### src/rtl/irq_pkg.sv
package irq_pkg;

    localparam int NSRC   = 5;
    localparam int SRC_W  = 3;
    localparam int VEC_W  = 16;
    localparam int NMASK  = 3;
    localparam int CTRL_W = 5;

    // mask control word field positions
    localparam int F_MASK_LVB = 0;
    localparam int F_MASK_LVA = 1;
    localparam int F_MASK_EDG = 2;
    localparam int F_LOAD     = 3;
    localparam int F_LCLR     = 4;

    typedef enum logic [SRC_W-1:0] {
        SRC_NMI  = 3'd0,
        SRC_EDGE = 3'd1,
        SRC_LVA  = 3'd2,
        SRC_LVB  = 3'd3,
        SRC_EXT  = 3'd4
    } src_e;

    typedef struct packed {
        logic valid;
        src_e src;
    } pick_t;

    function automatic logic [VEC_W-1:0] vec_of(input src_e s);
        logic [VEC_W-1:0] v;
        case (s)
            SRC_NMI:  v = VEC_W'(16'h0024);
            SRC_EDGE: v = VEC_W'(16'h003C);
            SRC_LVA:  v = VEC_W'(16'h0034);
            SRC_LVB:  v = VEC_W'(16'h002C);
            default:  v = '0;
        endcase
        return v;
    endfunction

endpackage

### src/rtl/irq_cond.sv
module irq_cond (
    input  logic clk,
    input  logic rst,
    input  logic nmi_line,
    input  logic edge_line,
    input  logic accept_nmi,
    input  logic accept_edge,
    input  logic latch_clr,
    output logic nmi_ok,
    output logic edge_pend
);
    logic nmi_prev;
    logic edge_prev;
    logic nmi_pend;
    logic edge_rise;

    assign edge_rise = edge_line & ~edge_prev;

    always_ff @(posedge clk) begin
        if (rst) begin
            nmi_prev  <= 1'b1;
            edge_prev <= 1'b1;
        end else begin
            nmi_prev  <= nmi_line;
            edge_prev <= edge_line;
        end
    end

    // non-maskable: armed by a rising edge, dropped when the line falls
    always_ff @(posedge clk) begin
        if (rst) begin
            nmi_pend <= 1'b0;
        end else if (!nmi_line || accept_nmi) begin
            nmi_pend <= 1'b0;
        end else if (!nmi_prev) begin
            nmi_pend <= 1'b1;
        end
    end

    assign nmi_ok = nmi_pend & nmi_line;

    // edge latch: a fresh edge wins over a clear in the same cycle
    always_ff @(posedge clk) begin
        if (rst) begin
            edge_pend <= 1'b0;
        end else if (edge_rise) begin
            edge_pend <= 1'b1;
        end else if (accept_edge || latch_clr) begin
            edge_pend <= 1'b0;
        end
    end

    p_nmi_edge_r3: assert property (@(posedge clk) disable iff (rst)
        $rose(nmi_pend) |-> (!$past(nmi_line, 2) && $past(nmi_line)));

    p_latch_keep_r4: assert property (@(posedge clk) disable iff (rst)
        (edge_pend && !accept_edge && !latch_clr) |=> edge_pend);

    p_latch_drop_r4: assert property (@(posedge clk) disable iff (rst)
        (edge_pend && accept_edge && !edge_rise) |=> !edge_pend);

endmodule

### src/rtl/irq_regs.sv
module irq_regs
    import irq_pkg::*;
(
    input  logic              clk,
    input  logic              rst,
    input  logic              en_set,
    input  logic              en_clr,
    input  logic              mask_wr,
    input  logic [CTRL_W-1:0] mask_data,
    input  logic              accept_mask,
    output logic              ien,
    output logic [NMASK-1:0]  mask,
    output logic              latch_clr
);
    always_ff @(posedge clk) begin
        if (rst) begin
            ien <= 1'b0;
        end else if (accept_mask || en_clr) begin
            ien <= 1'b0;
        end else if (en_set) begin
            ien <= 1'b1;
        end
    end

    always_ff @(posedge clk) begin
        if (rst) begin
            mask <= '1;
        end else if (mask_wr && mask_data[F_LOAD]) begin
            mask <= mask_data[NMASK-1:0];
        end
    end

    assign latch_clr = mask_wr & mask_data[F_LCLR];

    p_mask_hold_r7: assert property (@(posedge clk) disable iff (rst)
        !(mask_wr && mask_data[F_LOAD]) |=> $stable(mask));

    p_ien_clear_r6: assert property (@(posedge clk) disable iff (rst)
        (accept_mask || en_clr) |=> !ien);

endmodule

### src/rtl/irq_arb.sv
module irq_arb
    import irq_pkg::*;
#(
    parameter int N = NSRC
) (
    input  logic [N-1:0] req,
    output pick_t        pick
);
    logic [N:0]   higher;
    logic [N-1:0] grant;

    assign higher[0] = 1'b0;

    generate
        for (genvar i = 0; i < N; i++) begin : g_chain
            assign grant[i]    = req[i] & ~higher[i];
            assign higher[i+1] = higher[i] | req[i];
        end
    endgenerate

    always_comb begin
        pick.valid = higher[N];
        pick.src   = SRC_NMI;
        for (int i = 0; i < N; i++) begin
            if (grant[i]) pick.src = src_e'(SRC_W'(i));
        end
    end

endmodule

### src/rtl/irq_ctrl.sv
module irq_ctrl
    import irq_pkg::*;
(
    input  logic              clk,
    input  logic              rst,
    input  logic              nmi_line,
    input  logic              edge_line,
    input  logic              lvl_a_line,
    input  logic              lvl_b_line,
    input  logic              ext_line,
    input  logic              en_set,
    input  logic              en_clr,
    input  logic              mask_wr,
    input  logic [CTRL_W-1:0] mask_data,
    input  logic              hold,
    input  logic              boundary,
    output logic              take,
    output logic [SRC_W-1:0]  take_src,
    output logic [VEC_W-1:0]  take_vec,
    output logic              ack_n,
    output logic              ien
);
    logic             nmi_ok;
    logic             edge_pend;
    logic [NMASK-1:0] mask;
    logic             latch_clr;
    logic [NSRC-1:0]  req;
    pick_t            pick;
    logic             accept;
    logic             accept_nmi;
    logic             accept_edge;
    logic             accept_mask;

    assign accept      = boundary & ~hold & pick.valid;
    assign accept_nmi  = accept & (pick.src == SRC_NMI);
    assign accept_edge = accept & (pick.src == SRC_EDGE);
    assign accept_mask = accept & (pick.src != SRC_NMI);

    irq_cond u_cond (
        .clk        (clk),
        .rst        (rst),
        .nmi_line   (nmi_line),
        .edge_line  (edge_line),
        .accept_nmi (accept_nmi),
        .accept_edge(accept_edge),
        .latch_clr  (latch_clr),
        .nmi_ok     (nmi_ok),
        .edge_pend  (edge_pend)
    );

    irq_regs u_regs (
        .clk        (clk),
        .rst        (rst),
        .en_set     (en_set),
        .en_clr     (en_clr),
        .mask_wr    (mask_wr),
        .mask_data  (mask_data),
        .accept_mask(accept_mask),
        .ien        (ien),
        .mask       (mask),
        .latch_clr  (latch_clr)
    );

    // eligibility per source, index equals priority rank
    always_comb begin
        req           = '0;
        req[SRC_NMI]  = nmi_ok;
        req[SRC_EDGE] = edge_pend  & ~mask[F_MASK_EDG] & ien;
        req[SRC_LVA]  = lvl_a_line & ~mask[F_MASK_LVA] & ien;
        req[SRC_LVB]  = lvl_b_line & ~mask[F_MASK_LVB] & ien;
        req[SRC_EXT]  = ext_line & ien;
    end

    irq_arb #(.N(NSRC)) u_arb (
        .req (req),
        .pick(pick)
    );

    always_ff @(posedge clk) begin
        if (rst) begin
            take     <= 1'b0;
            take_src <= '0;
            take_vec <= '0;
            ack_n    <= 1'b1;
        end else begin
            take     <= accept;
            take_src <= accept ? pick.src : '0;
            take_vec <= accept ? vec_of(pick.src) : '0;
            ack_n    <= ~(accept & (pick.src == SRC_EXT));
        end
    end

    p_prio_r2: assert property (@(posedge clk) disable iff (rst)
        (accept && pick.src != SRC_NMI) |-> !nmi_ok);

    p_nmi_level_r3: assert property (@(posedge clk) disable iff (rst)
        (take && take_src == SRC_NMI) |-> $past(nmi_line));

    p_level_held_r5: assert property (@(posedge clk) disable iff (rst)
        (take && take_src == SRC_LVB) |-> $past(lvl_b_line));

    p_ien_after_take_r6: assert property (@(posedge clk) disable iff (rst)
        (take && take_src != SRC_NMI) |-> !ien);

    p_ack_ext_only_r8: assert property (@(posedge clk) disable iff (rst)
        !ack_n |-> (take && take_src == SRC_EXT && take_vec == '0));

    p_window_r9: assert property (@(posedge clk) disable iff (rst)
        take |-> $past(boundary && !hold));

    p_vec_edge_r10: assert property (@(posedge clk) disable iff (rst)
        (take && take_src == SRC_EDGE) |-> take_vec == 16'h003C);

endmodule

### config.mk
export PLATFORM = sky130hd
export DESIGN_NAME = irq_ctrl
export DESIGN_NICKNAME = d
export VERILOG_FILES = /design/src/rtl/irq_pkg.sv /design/src/rtl/irq_cond.sv /design/src/rtl/irq_regs.sv /design/src/rtl/irq_arb.sv /design/src/rtl/irq_ctrl.sv
export SDC_FILE = /design/constraint.sdc
export NUM_CORES = 1
export LEC_CHECK = 0
export CORE_MARGIN = 2
export CORE_UTILIZATION = 35
export DETAILED_ROUTE_END_ITERATION = 16
export DONT_BUFFER_PORTS = 1
export PLACE_DENSITY = 0.55
export SLEW_MARGIN = 25
export SYNTH_ARGS = -nofsm -noshare
export SYNTH_HDL_FRONTEND = slang
export SYNTH_HIERARCHICAL = 1
export SYNTH_SLANG_ARGS = --single-unit
export TNS_END_PERCENT = 20
### constraint.sdc
create_clock -name clk -period 4.8 [get_ports clk]
set_input_delay 0.48 -clock clk [delete_from_list [all_inputs] [get_ports clk]]
set_output_delay 0.48 -clock clk [all_outputs]
set_load 0.01 [all_outputs]
==> Word-level counts from Yosys, hierarchy flattened <==
Index checks and enable logic that the tools add are counted.
Widths: inputs -> output; s select.
{ "classes": {"mux": 7, "addsub": 0, "reduce_logical": 11, "eq_ne": 4, "n_div": 0, "magnitude_cmp": 0, "shifts": 0, "n_mul": 0, "bitwise_logic": 35} }
{ "op_table": {"columns": ["cell", "count"], "rows": [
  ["$pmux 6 s4", 1],
  ["$and 1x1->1", 20],
  ["$not 1->1", 11],
  ["$mux 3", 3],
  ["$eq 3x2->1 const B", 2],
  ["$reduce_or 2->1", 3],
  ["$or 1x1->1", 4],
  ["$eq 3x1->1 const B", 1],
  ["$eq 3x3->1 const B", 1],
  ["$logic_not 3->1", 1],
  ["$logic_or 1x1->1", 3],
  ["$mux 1", 3],
  ["$reduce_bool 3->1", 1],
  ["$reduce_bool 2->1", 1],
  ["$logic_and 1x1->1", 1],
  ["$logic_not 1->1", 1]
]} }
{ "totals": {"reg_bits": 29, "out_inout_bits": 22, "in_bits": 17, "rom_bits": 0, "wordCells": 67, "memories": 0, "ram_bits": 0, "latch_bits": 0} }

==> Logic depth before layout (Yosys ltp) <==
Gate-level depths: netlist (run 1).
{ "depth": {"ltp_word": 14, "depth_mapped": 8, "mapped_depth_nobuf": 8} }

==> Modules after synthesis <==
The synthesis (run 1) kept the hierarchy.
{ "by_module_without_submodules": {"columns": ["mod", "n_inst", "cells_per_inst", "area_each_um2"], "rows": [
  ["irq_ctrl", 1, 42, 404.1],
  ["irq_regs", 1, 14, 146.4],
  ["irq_cond", 1, 12, 133.9],
  ["irq_arb", 1, 8, 48.8]
]} }

==> Least setup slack after synthesis (run 1) <==
No wires, ideal clock.
{ "synth_timing": {"path_type": "input to register", "from": "input port nmi_line", "to": "register u_cond.edge_pend", "path_buffers": 0, "path_slack_ns": 3.037, "t_required_ns": 4.730, "stages": 6, "arrival_time_ns": 1.694, "path_cell_list": "and2_1 > nor4_2 > and2_1 > nor4b_2 > or3b_1 > a21oi_1"} }
{ "synth_rtl": {"columns": ["item", "line_no", "rtl"], "rows": [
  ["from (decl)", "irq_ctrl.sv:6", "input logic nmi_line,"],
  ["to (signal assigned)", "irq_cond.sv:45", "edge_pend <= 1'b0;"],
  ["to (signal assigned)", "irq_cond.sv:47", "edge_pend <= 1'b1;"],
  ["to (signal assigned)", "irq_cond.sv:49", "edge_pend <= 1'b0;"],
  ["to (decl)", "irq_cond.sv:10", "output logic edge_pend"]
]} }

==> flow_summary.json, run 1 <==
{
  "root_buffer": "clkbuf_4",
  "wire_per_inst_um": 11.5,
  "fill_cells": 219,
  "dp_hpwl_um": 962,
  "ios": 39,
  "finClkSkew_ps": 3.05,
  "wl_um": 1210,
  "holdBufCountCts": 0,
  "drv_cap": 0,
  "syn_area_per_cell_um2": 9.65,
  "max_freq_ghz": 0.516,
  "grt.total_usage_pct": 10.8,
  "initial_core_util_pct": 37.4,
  "power.total_w": 0.000241,
  "ff2ff_setup_slack_ps": 2860,
  "setup_slack_ps": 2860,
  "cts_buffers": 3,
  "syn2layout_area_growth_pct": 1.88,
  "clk_path_buf_depth": 2,
  "min_period_over_period_pct": 40.4,
  "grt_pass1_wl_um": 1900,
  "firstDrtPassIters": 4,
  "cts_setup_buffers": 0,
  "cts.clk_slew.worst_paths_ps": 90,
  "nNetsFinal": 96,
  "rsz0062_at_grt": "no",
  "utilization_pct": 38.1,
  "dieArea_um2": 2480,
  "p_per_area_nw_per_um2": 322,
  "first_global_vias": 436,
  "hold_viol": 0,
  "path_buf_inv": 0,
  "antenna_found_initial": 0,
  "core_region_area_um2": 1960,
  "cpPeakStageDelay_ps": 500,
  "p_leak_nw": 0.312,
  "postRouteAntennaNets": 0,
  "insertion_delay_ps": 280,
  "dr_total_vias": 482,
  "antennaDiodeCount": 0,
  "vias_per_cell": 4.59,
  "crit_chain": "and3b_1 -> nor2_1 -> nor3_1 -> nor3_1 -> and2b_1 -> nor4b_1",
  "htreeDepth": 1,
  "worstSetupEndpointType": "register",
  "grt_max_degree": 12,
  "cts_resized": 0,
  "crit_slowest_cell": "nor3_1",
  "worst_ep_required_time_ps": 4990,
  "multiInputGateArea_um2": 353,
  "path_common_cell": "nor3_1",
  "critPathTopFamily": "simple AND/OR/NAND/NOR gates",
  "overflow": 0,
  "synth_seq_cells": 16,
  "hp-class": "input port to register",
  "relSlewSlack_pct": 57.2,
  "path_max_fanout": 6,
  "tightestPinTransition_ps": 637,
  "syn_inst": 76,
  "setup.worst_path.start_class": "register",
  "syn_area_um2": 733,
  "drc": 0,
  "fp.dieH_um": 49.8,
  "setup_viol": 0,
  "synth_cell_types": 26,
  "drive_above_1_share_pct": 12.8,
  "place_ws_ps": 2880,
  "cts_tree": "done",
  "ir_worst_vdd_uv": 252,
  "arrival_ps": 2130,
  "chipWidth_um": 49.8,
  "dp_cells": 101,
  "yosys_warnings": 6,
  "setup-tns-final_ps": 0,
  "fp-row-count": 16,
  "drv_slew": 0,
  "seqCellArea_um2": 320,
  "fin_cells": 105,
  "status": "finished clean",
  "cts_sinks": 16,
  "ys_seq_area_share_pct": 43.7,
  "port_buffers": 0,
  "finalCriticalPeriod_ps": 1940,
  "crit_type": "register to register",
  "drtIter0Drc": 5,
  "gp_congestion": 0.672
}
-- synthesized netlist by cell type --
| library cell | instances | area share [%] |
|---|---|---|
| or3b_1 | 1 | 1.2 |
| and2_1 | 6 | 5.1 |
| nor4b_2 | 1 | 2.0 |
| or2_2 | 2 | 1.7 |
| nor3_1 | 3 | 2.0 |
| and3_1 | 3 | 2.6 |
| and2_2 | 1 | 1.0 |
| and3b_1 | 3 | 3.6 |
| inv_1 | 1 | 0.51 |
| nand3_1 | 1 | 0.68 |
| nand3b_1 | 1 | 1.0 |
| nor2b_1 | 1 | 0.85 |
| xnor2_1 | 1 | 1.2 |
| nor2_1 | 5 | 2.6 |
| nor4b_1 | 1 | 1.2 |
| nor4_2 | 1 | 1.7 |
| nand2_1 | 2 | 1.0 |
| dfxtp_1 | 16 | 44 |
| buf_4 | 13 | 13 |
| a21oi_1 | 2 | 1.4 |
| and4bb_4 | 1 | 2.2 |
| nor4_1 | 2 | 1.7 |
| nand2b_1 | 3 | 2.6 |
| conb_1 | 1 | 0.51 |
| a211o_1 | 3 | 3.6 |
| and2b_1 | 1 | 1.0 |
-- layout by cell type (no fill, tap or decap), types with 2 or more instances in the layout --
| master | instances |
|---|---|
| dfxtp_1 | 16 |
| conb_1 | 12 |
| and2_1 | 6 |
| nor2_1 | 5 |
| and3b_1 | 3 |
| nor3_1 | 3 |
| clkbuf_4 | 3 |
| nand2b_1 | 3 |
| and3_1 | 3 |
| a211o_1 | 3 |
| nand2_1 | 2 |
| nor4_1 | 2 |
| a21oi_1 | 2 |
| or2_2 | 2 |
-- power by group --
| group | internal [W] | switching [W] | total, W |
|---|---|---|---|
| sequential | 0.000137 | 0.00000240 | 0.000139 |
| combinational | 0.00000648 | 0.00000887 | 0.0000154 |
| clock | 0.0000462 | 0.0000403 | 0.0000865 |
| total | 0.000189 | 0.0000516 | 0.000241 |
-- metrics by stage --
stage | hold slack, ps | instance area, um^2
after floorplan | 428 | 774
after global routing | 222 | 747
after detailed placement | 452 | 711
final | 253 | 747
after CTS | 241 | 747
after global placement | 451 | 711
-- metal layers --
metal | part of all wire [%] | global-route usage (%) | vias to the layer above
li1 | - | - | 238
met1 | 44 | 12.7 | 216
met2 | 44 | 14.7 | 26
met3 | 10 | 7.58 | 2
met4 | 1.2 | 5.56 | 0
met5 | 0 | 0 | -
-- area by class of cell --
class / instances / share of cell area [%]
multi-input cells: 57 / 47.2
flip-flops and latches: 16 / 42.9
clock buffers: 4 / 4.86
well taps: 27 / 4.52
inverters: 1 / 0.503
-- logic make-up (layout without fill, tap and decap cells) --
| group | count (synthesis) | after routing | share of synthesized area (%) |
|---|---|---|---|
| AOI/OAI and AO/OA | 5 | 5 | 4.95 |
| xor gates and xnor gates | 1 | 1 | 1.19 |
| buffers and inverters | 14 | 5 | 13.8 |
| DFF | 16 | 16 | 43.7 |
| other | 1 | 12 | 0.511 |
| and+or+nand+nor | 39 | 39 | 35.8 |
-- registers in the layout, summed over array words and instances (netlist names) --
| signal | cells |
|---|---|
| ack_n | 1 |
| take | 1 |
| take_src | 3 |
| take_vec | 3 |
| u_cond/edge_pend | 1 |
| u_cond/edge_prev | 1 |
| u_cond/nmi_pend | 1 |
| u_cond/nmi_prev | 1 |
| u_regs/ien | 1 |
| u_regs/mask | 3 |
-- path summary, 6_finish.rpt --
kind,start,endpoint,cells past startpoint
min reg2reg,u_regs/mask[0]$_SDFFE_PP1P_,u_regs/mask[0]$_SDFFE_PP1P_,1
min,rst,u_cond/edge_pend$_SDFFE_PP0P_,1
max,u_regs/ien$_SDFFE_PP0P_,u_cond/nmi_pend$_SDFFE_PP0N_,6
max reg2reg,u_regs/ien$_SDFFE_PP0P_,u_cond/nmi_pend$_SDFFE_PP0N_,6
Power figures use the tool's default switching activity.
==> run 2: changes to the inputs <==
- ABC_AREA: default -> 1
- PLACE_DENSITY: 0.55 -> 0.57
- clock period: 4.8 -> 1.65 ns (I/O delays scaled with it)
==> flow_summary.json, run 2 <==
{
  "status": "finished clean",
  "p_per_area_nw_per_um2": 784,
  "clk_path_buf_depth": 2,
  "wl_um": 1340,
  "ir_worst_vdd_uv": 410,
  "root_buffer": "clkbuf_4",
  "grt_max_degree": 9,
  "path_max_fanout": 5,
  "syn_area_per_cell_um2": 7.25,
  "syn2layout_area_growth_pct": 8.47,
  "grt_pass1_wl_um": 2260,
  "postRouteAntennaNets": 0,
  "drc": 0,
  "syn_area_um2": 783,
  "synthTopCellsByArea": "dfxtp_1 (41%), buf_4 (12%), nand2_1 (9.1%)",
  "crit_type": "register to register",
  "cts.clk_slew.worst_paths_ps": 80,
  "synth_cell_types": 17,
  "overflow": 0,
  "synth_edf_count": 0,
  "ys.flop_type": "dfxtp_1",
  "largest_registers": "take_src (3), take_vec (3), u_regs/mask (3)",
  "fin_cells": 142,
  "htreeDepth": 1,
  "dp_hpwl_um": 1090,
  "core_region_area_um2": 2170,
  "synth_common_cells": "nand2_1 (19), inv_1 (18), dfxtp_1 (16)",
  "cts_buffers": 3,
  "gp_congestion": 0.781,
  "fp-row-count": 17,
  "finClkSkew_ps": 3.25,
  "arrival_ps": 1610,
  "dieArea_um2": 2630,
  "fill_cells": 242,
  "cts_sinks": 16,
  "setup.worst_path.start_class": "register",
  "synth_seq_cells": 16,
  "dr_total_vias": 596,
  "finalCriticalPeriod_ps": 1440,
  "drive_above_1_share_pct": 18.4,
  "antennaDiodeCount": 0,
  "worst_ep_required_time_ps": 1820,
  "yosys_warnings": 6,
  "initial_core_util_pct": 36.1,
  "wire_per_inst_um": 9.46,
  "drtIter0Drc": 7,
  "dp_cells": 135,
  "syn_inst": 108,
  "setup_slack_ps": 214,
  "setup_viol": 0,
  "setup-tns-final_ps": 0,
  "chipWidth_um": 51.3,
  "cts_tree": "done",
  "port_buffers": 0,
  "ys_seq_area_share_pct": 40.9,
  "drv_slew": 0,
  "nNetsFinal": 133,
  "hold_viol": 0,
  "first_global_vias": 564,
  "netlist.area_leader.share_pct": 40.9,
  "layout_commonest_cell": "nand2_1",
  "rsz0062_at_grt": "no",
  "drv_cap": 0,
  "antenna_found_initial": 0,
  "layout_common_cells": "nand2_1 (19), inv_1 (18), dfxtp_1 (15)",
  "p_leak_nw": 0.418,
  "ios": 39,
  "hp-class": "input port to register",
  "min_period_over_period_pct": 87.1,
  "fp.dieH_um": 51.3,
  "worstSetupEndpointType": "register",
  "synth_top_area_cell": "dfxtp_1",
  "insertion_delay_ps": 280,
  "place_ws_ps": 98.3,
  "async_reset_ff_share_pct": 0,
  "synth_most_common_cell": "nand2_1",
  "vias_per_cell": 4.20,
  "grt.total_usage_pct": 12.3,
  "firstDrtPassIters": 2,
  "cts_setup_buffers": 0,
  "max_freq_ghz": 0.696
}
-- run 2: changes by cell type after synthesis, sizes merged, moves of 2 or more --
cell,previous run,this run
a211o,3,0
and2,7,0
and3,3,0
and3b,3,0
inv,1,19
nand2,2,23
nand2b,3,0
nand3,1,11
nor2,5,19
nor4,3,0
nor4b,2,0
-- run 2: timing repair --
action,CTS,global route
hold endpoints to repair,4,0
resized for setup,0,6
endpoints found under the setup margin,0,4
hold buffers,4,0
-- run 2: cell type report --
cell class / count / area [um^2] / share of cell area, %
multi-input combinational: 71 / 352 / 41.4
timing repair buffer: 5 / 47.5 / 5.60
tap: 28 / 35.0 / 4.12
sequential: 16 / 322 / 37.8
inverter: 19 / 71.3 / 8.39
clock buffer: 3 / 22.5 / 2.65
-- run 2: per-layer routing --
layer | routed length [um] | vias to the layer above | global-route usage [%]
met5 | 0 | - | 0
met1 | 532 | 253 | 11.9
met4 | 31 | 0 | 6.58
met3 | 128 | 4 | 6.43
met2 | 651 | 28 | 21.0
li1 | - | 311 | -
-- run 2: worst max-delay path, stage by stage, from the launching register on --
cell and delay [ps]:
dfxtp_2 360, nand2_1 70, nor2_2 150, nor2_1 90, nand2_1 80, nor2_2 50, inv_1 120, nand3_1 110
nor2_1 120, inv_1 50, nand3_1 70, a21oi_1 50
-- run 2: cells by family (layout without fill, tap and decap cells) --
group / Yosys count / count (layout) / synth area share, %
other: 1 / 12 / 0.479
AND/OR/NAND/NOR: 57 / 57 / 35.8
AO/OA/AOI/OAI: 2 / 2 / 1.28
buffers and inverters: 32 / 27 / 21.6
flip-flops: 16 / 16 / 40.9
-- run 2: worst paths after layout --
path              slack (ps)                            end  cells past startpoint                   startpoint
hold / removal            20        u_regs/ien$_SDFFE_PP0P_                      3                       en_clr
hold reg to reg          480  u_cond/edge_pend$_SDFFE_PP0P_                      3  u_cond/edge_prev$_SDFF_PP1_
setup reg to reg         210  u_cond/edge_pend$_SDFFE_PP0P_                     11      u_regs/ien$_SDFFE_PP0P_
setup / recovery         210  u_cond/edge_pend$_SDFFE_PP0P_                     11      u_regs/ien$_SDFFE_PP0P_
-- run 2: where the power goes --
group | total, W | leakage, nW | internal (W) | switching [W]
combinational | 0.0000694 | 0.273 | 0.0000245 | 0.0000449
clock | 0.000191 | 0.0138 | 0.0000848 | 0.000107
sequential | 0.000405 | 0.131 | 0.000398 | 0.00000713
-- run 2: stage by stage --
stage	instance area, um^2	util (%)	total power (W)	hold slack, ps
2_1_floorplan	825	-	0.000483	234
3_3_place_gp	769	35.5	0.000470	237
3_5_place_dp	769	35.5	0.000471	238
4_1_cts	832	38.4	0.000671	20.5
5_1_grt	850	39.2	0.000705	6.86
6_report	850	39.2	0.000666	21.4
==> run 3: changes to the inputs <==
- CELL_PAD_IN_SITES_DETAIL_PLACEMENT: default -> 1
- CELL_PAD_IN_SITES_GLOBAL_PLACEMENT: default -> 1
- PLACE_DENSITY: 0.57 -> 0.75
==> flow_summary.json, run 3 (same netlist as run 2, synthesis figures left out) <==
{
  "cts_tree": "done",
  "rsz0062_at_grt": "no",
  "top_layer": "met3",
  "crit_slowest_cell": "dfxtp_2",
  "p_sw_w": 0.000173,
  "initial_core_util_pct": 36.1,
  "grt.total_usage_pct": 11.6,
  "path_buf_inv": 2,
  "gp_congestion": 0.781,
  "core_region_area_um2": 2170,
  "antenna_found_initial": 0,
  "min_from": "en_clr",
  "finalCriticalPeriod_ps": 1460,
  "clk_path_buf_depth": 2,
  "p_int_w": 0.000558,
  "worstSetupEndpointType": "register",
  "drc": 0,
  "htreeDepth": 1,
  "setup.worst_path.start_class": "register",
  "min_path_cells": 3,
  "grt_max_degree": 10,
  "r2r-start": "u_regs/ien$_SDFFE_PP0P_",
  "ios": 39,
  "antennaDiodeCount": 0,
  "wire_per_inst_um": 9.90,
  "arrival_ps": 1640,
  "port_buffers": 0,
  "drive_above_1_share_pct": 18.1,
  "reg2reg_to": "u_cond/edge_pend$_SDFFE_PP0P_",
  "cts.clk_slew.worst_paths_ps": 100,
  "setup-tns-final_ps": 0,
  "ff2ff_setup_slack_ps": 190,
  "chipWidth_um": 51.3,
  "ir_worst_vdd_uv": 567,
  "finClkSkew_ps": 6.77,
  "fp.dieH_um": 51.3,
  "layout_commonest_cell": "nand2_1",
  "firstDrtPassIters": 4,
  "status": "finished clean",
  "grt_pass1_wl_um": 2260,
  "postRouteAntennaNets": 0,
  "setup_viol": 0,
  "cts_sinks": 16,
  "first_global_vias": 564,
  "crit_type": "register to register",
  "root_buffer": "clkbuf_4",
  "p_leak_nw": 0.431,
  "combPwrFrac_pct": 9.6,
  "largest_registers": "take_src (3), take_vec (3), u_regs/mask (3)",
  "dp_hpwl_um": 1160,
  "r2r_cells": 11,
  "path_max_fanout": 5,
  "fin_cells": 144,
  "holdWs_ps": 6.19,
  "swShare_pct": 23.7,
  "dieArea_um2": 2630,
  "min_to": "u_regs/ien$_SDFFE_PP0P_",
  "cpPeakStageDelay_ps": 370,
  "hold_viol": 0,
  "wl_met2_um": 756,
  "worst_ep_required_time_ps": 1830,
  "wl_met3_um": 117,
  "overflow": 0,
  "layout_common_cells": "nand2_1 (19), inv_1 (18), dfxtp_1 (15)",
  "syn2layout_area_growth_pct": 10.5,
  "min_period_over_period_pct": 88.5,
  "drv_slew": 0,
  "wl_um": 1430,
  "cts_buffers": 3,
  "drv_cap": 0,
  "dp_cells": 136,
  "utilization_pct": 39.9,
  "power.total_w": 0.000731,
  "pwr-share-seq_pct": 55.5,
  "drtIter0Drc": 2,
  "crit_chain": "nand2_1 -> nor2_1 -> nor2_2 -> nand3_1 -> nand2_2 -> nor2_4 -> inv_1 -> nor2_1 -> inv_1 -> nand3_1 -> a21oi_1",
  "insertion_delay_ps": 280,
  "p_per_area_nw_per_um2": 844,
  "clkPwrFrac_pct": 34.9,
  "nNetsFinal": 134,
  "hp-class": "input port to register",
  "critPathTopFamily": "simple AND/OR/NAND/NOR gates",
  "vias_per_cell": 4.21,
  "fp-row-count": 17,
  "max_freq_ghz": 0.685,
  "drt-met1-wl_um": 550,
  "dr_total_vias": 606
}
[run 3: worst min-delay path: stages]
cell and delay (ps):
nor2_1 20, nand2_1 50, nor2_1 30
[run 3: final cells by class]
class	count	area, um^2
Inverter	19	71.3
Multi-Input combinational cell	71	347
Tap cell	28	35.0
Clock buffer	4	36.3
Sequential cell	16	322
Timing Repair Buffer	6	55.1
Fill cell	307	1300
[run 3: how the worst max path moves through the flow]
stage / startpoint / to / slack [ps] / cells after the start
final: u_regs/ien$_SDFFE_PP0P_ / u_cond/edge_pend$_SDFFE_PP0P_ / 190 / 11
after global routing: u_regs/ien$_SDFFE_PP0P_ / u_cond/edge_pend$_SDFFE_PP0P_ / 5 / 11
after CTS: u_regs/ien$_SDFFE_PP0P_ / u_cond/edge_pend$_SDFFE_PP0P_ / 60 / 10
after detailed placement: u_regs/ien$_SDFFE_PP0P_ / u_cond/edge_pend$_SDFFE_PP0P_ / 80 / 10
after global placement: u_regs/ien$_SDFFE_PP0P_ / u_cond/edge_pend$_SDFFE_PP0P_ / 100 / 10
after floorplan: u_regs/ien$_SDFFE_PP0P_ / u_cond/edge_pend$_SDFFE_PP0P_ / 230 / 10
[run 3: power groups by stage]
stage	Sequential (W)	Combinational, W	Clock [W]
CTS	0.000406	0.0000697	0.000267
floorplan	0.000413	0.0000704	0
detailed placement	0.000415	0.0000591	0
global placement	0.000414	0.0000572	0
finish	0.000406	0.0000699	0.000255
global route	0.000408	0.0000792	0.000283
[run 3: routing by layer]
metal,GRT usage [%],vias to the layer above
met5,0,-
met4,2.63,0
met3,6.14,0
met2,20.3,21
met1,12.2,273
li1,-,312
[run 3: metrics by stage]
stage	setup slack, ps	cell area (um^2)
floorplan	225	825
global placement	104	777
detailed placement	75.1	777
CTS	55.8	853
global route	4.52	866
finish	189	866
[run 3: timing repair]
| item | 4_1_cts | 5_1_grt |
|---|---|---|
| endpoints found under the setup margin | 0 | 2 |
| setup buffers | 0 | 0 |
| hold buffers | 4 | 0 |
| gates resized for setup | 0 | 4 |
| endpoints found under the hold margin | 4 | 0 |
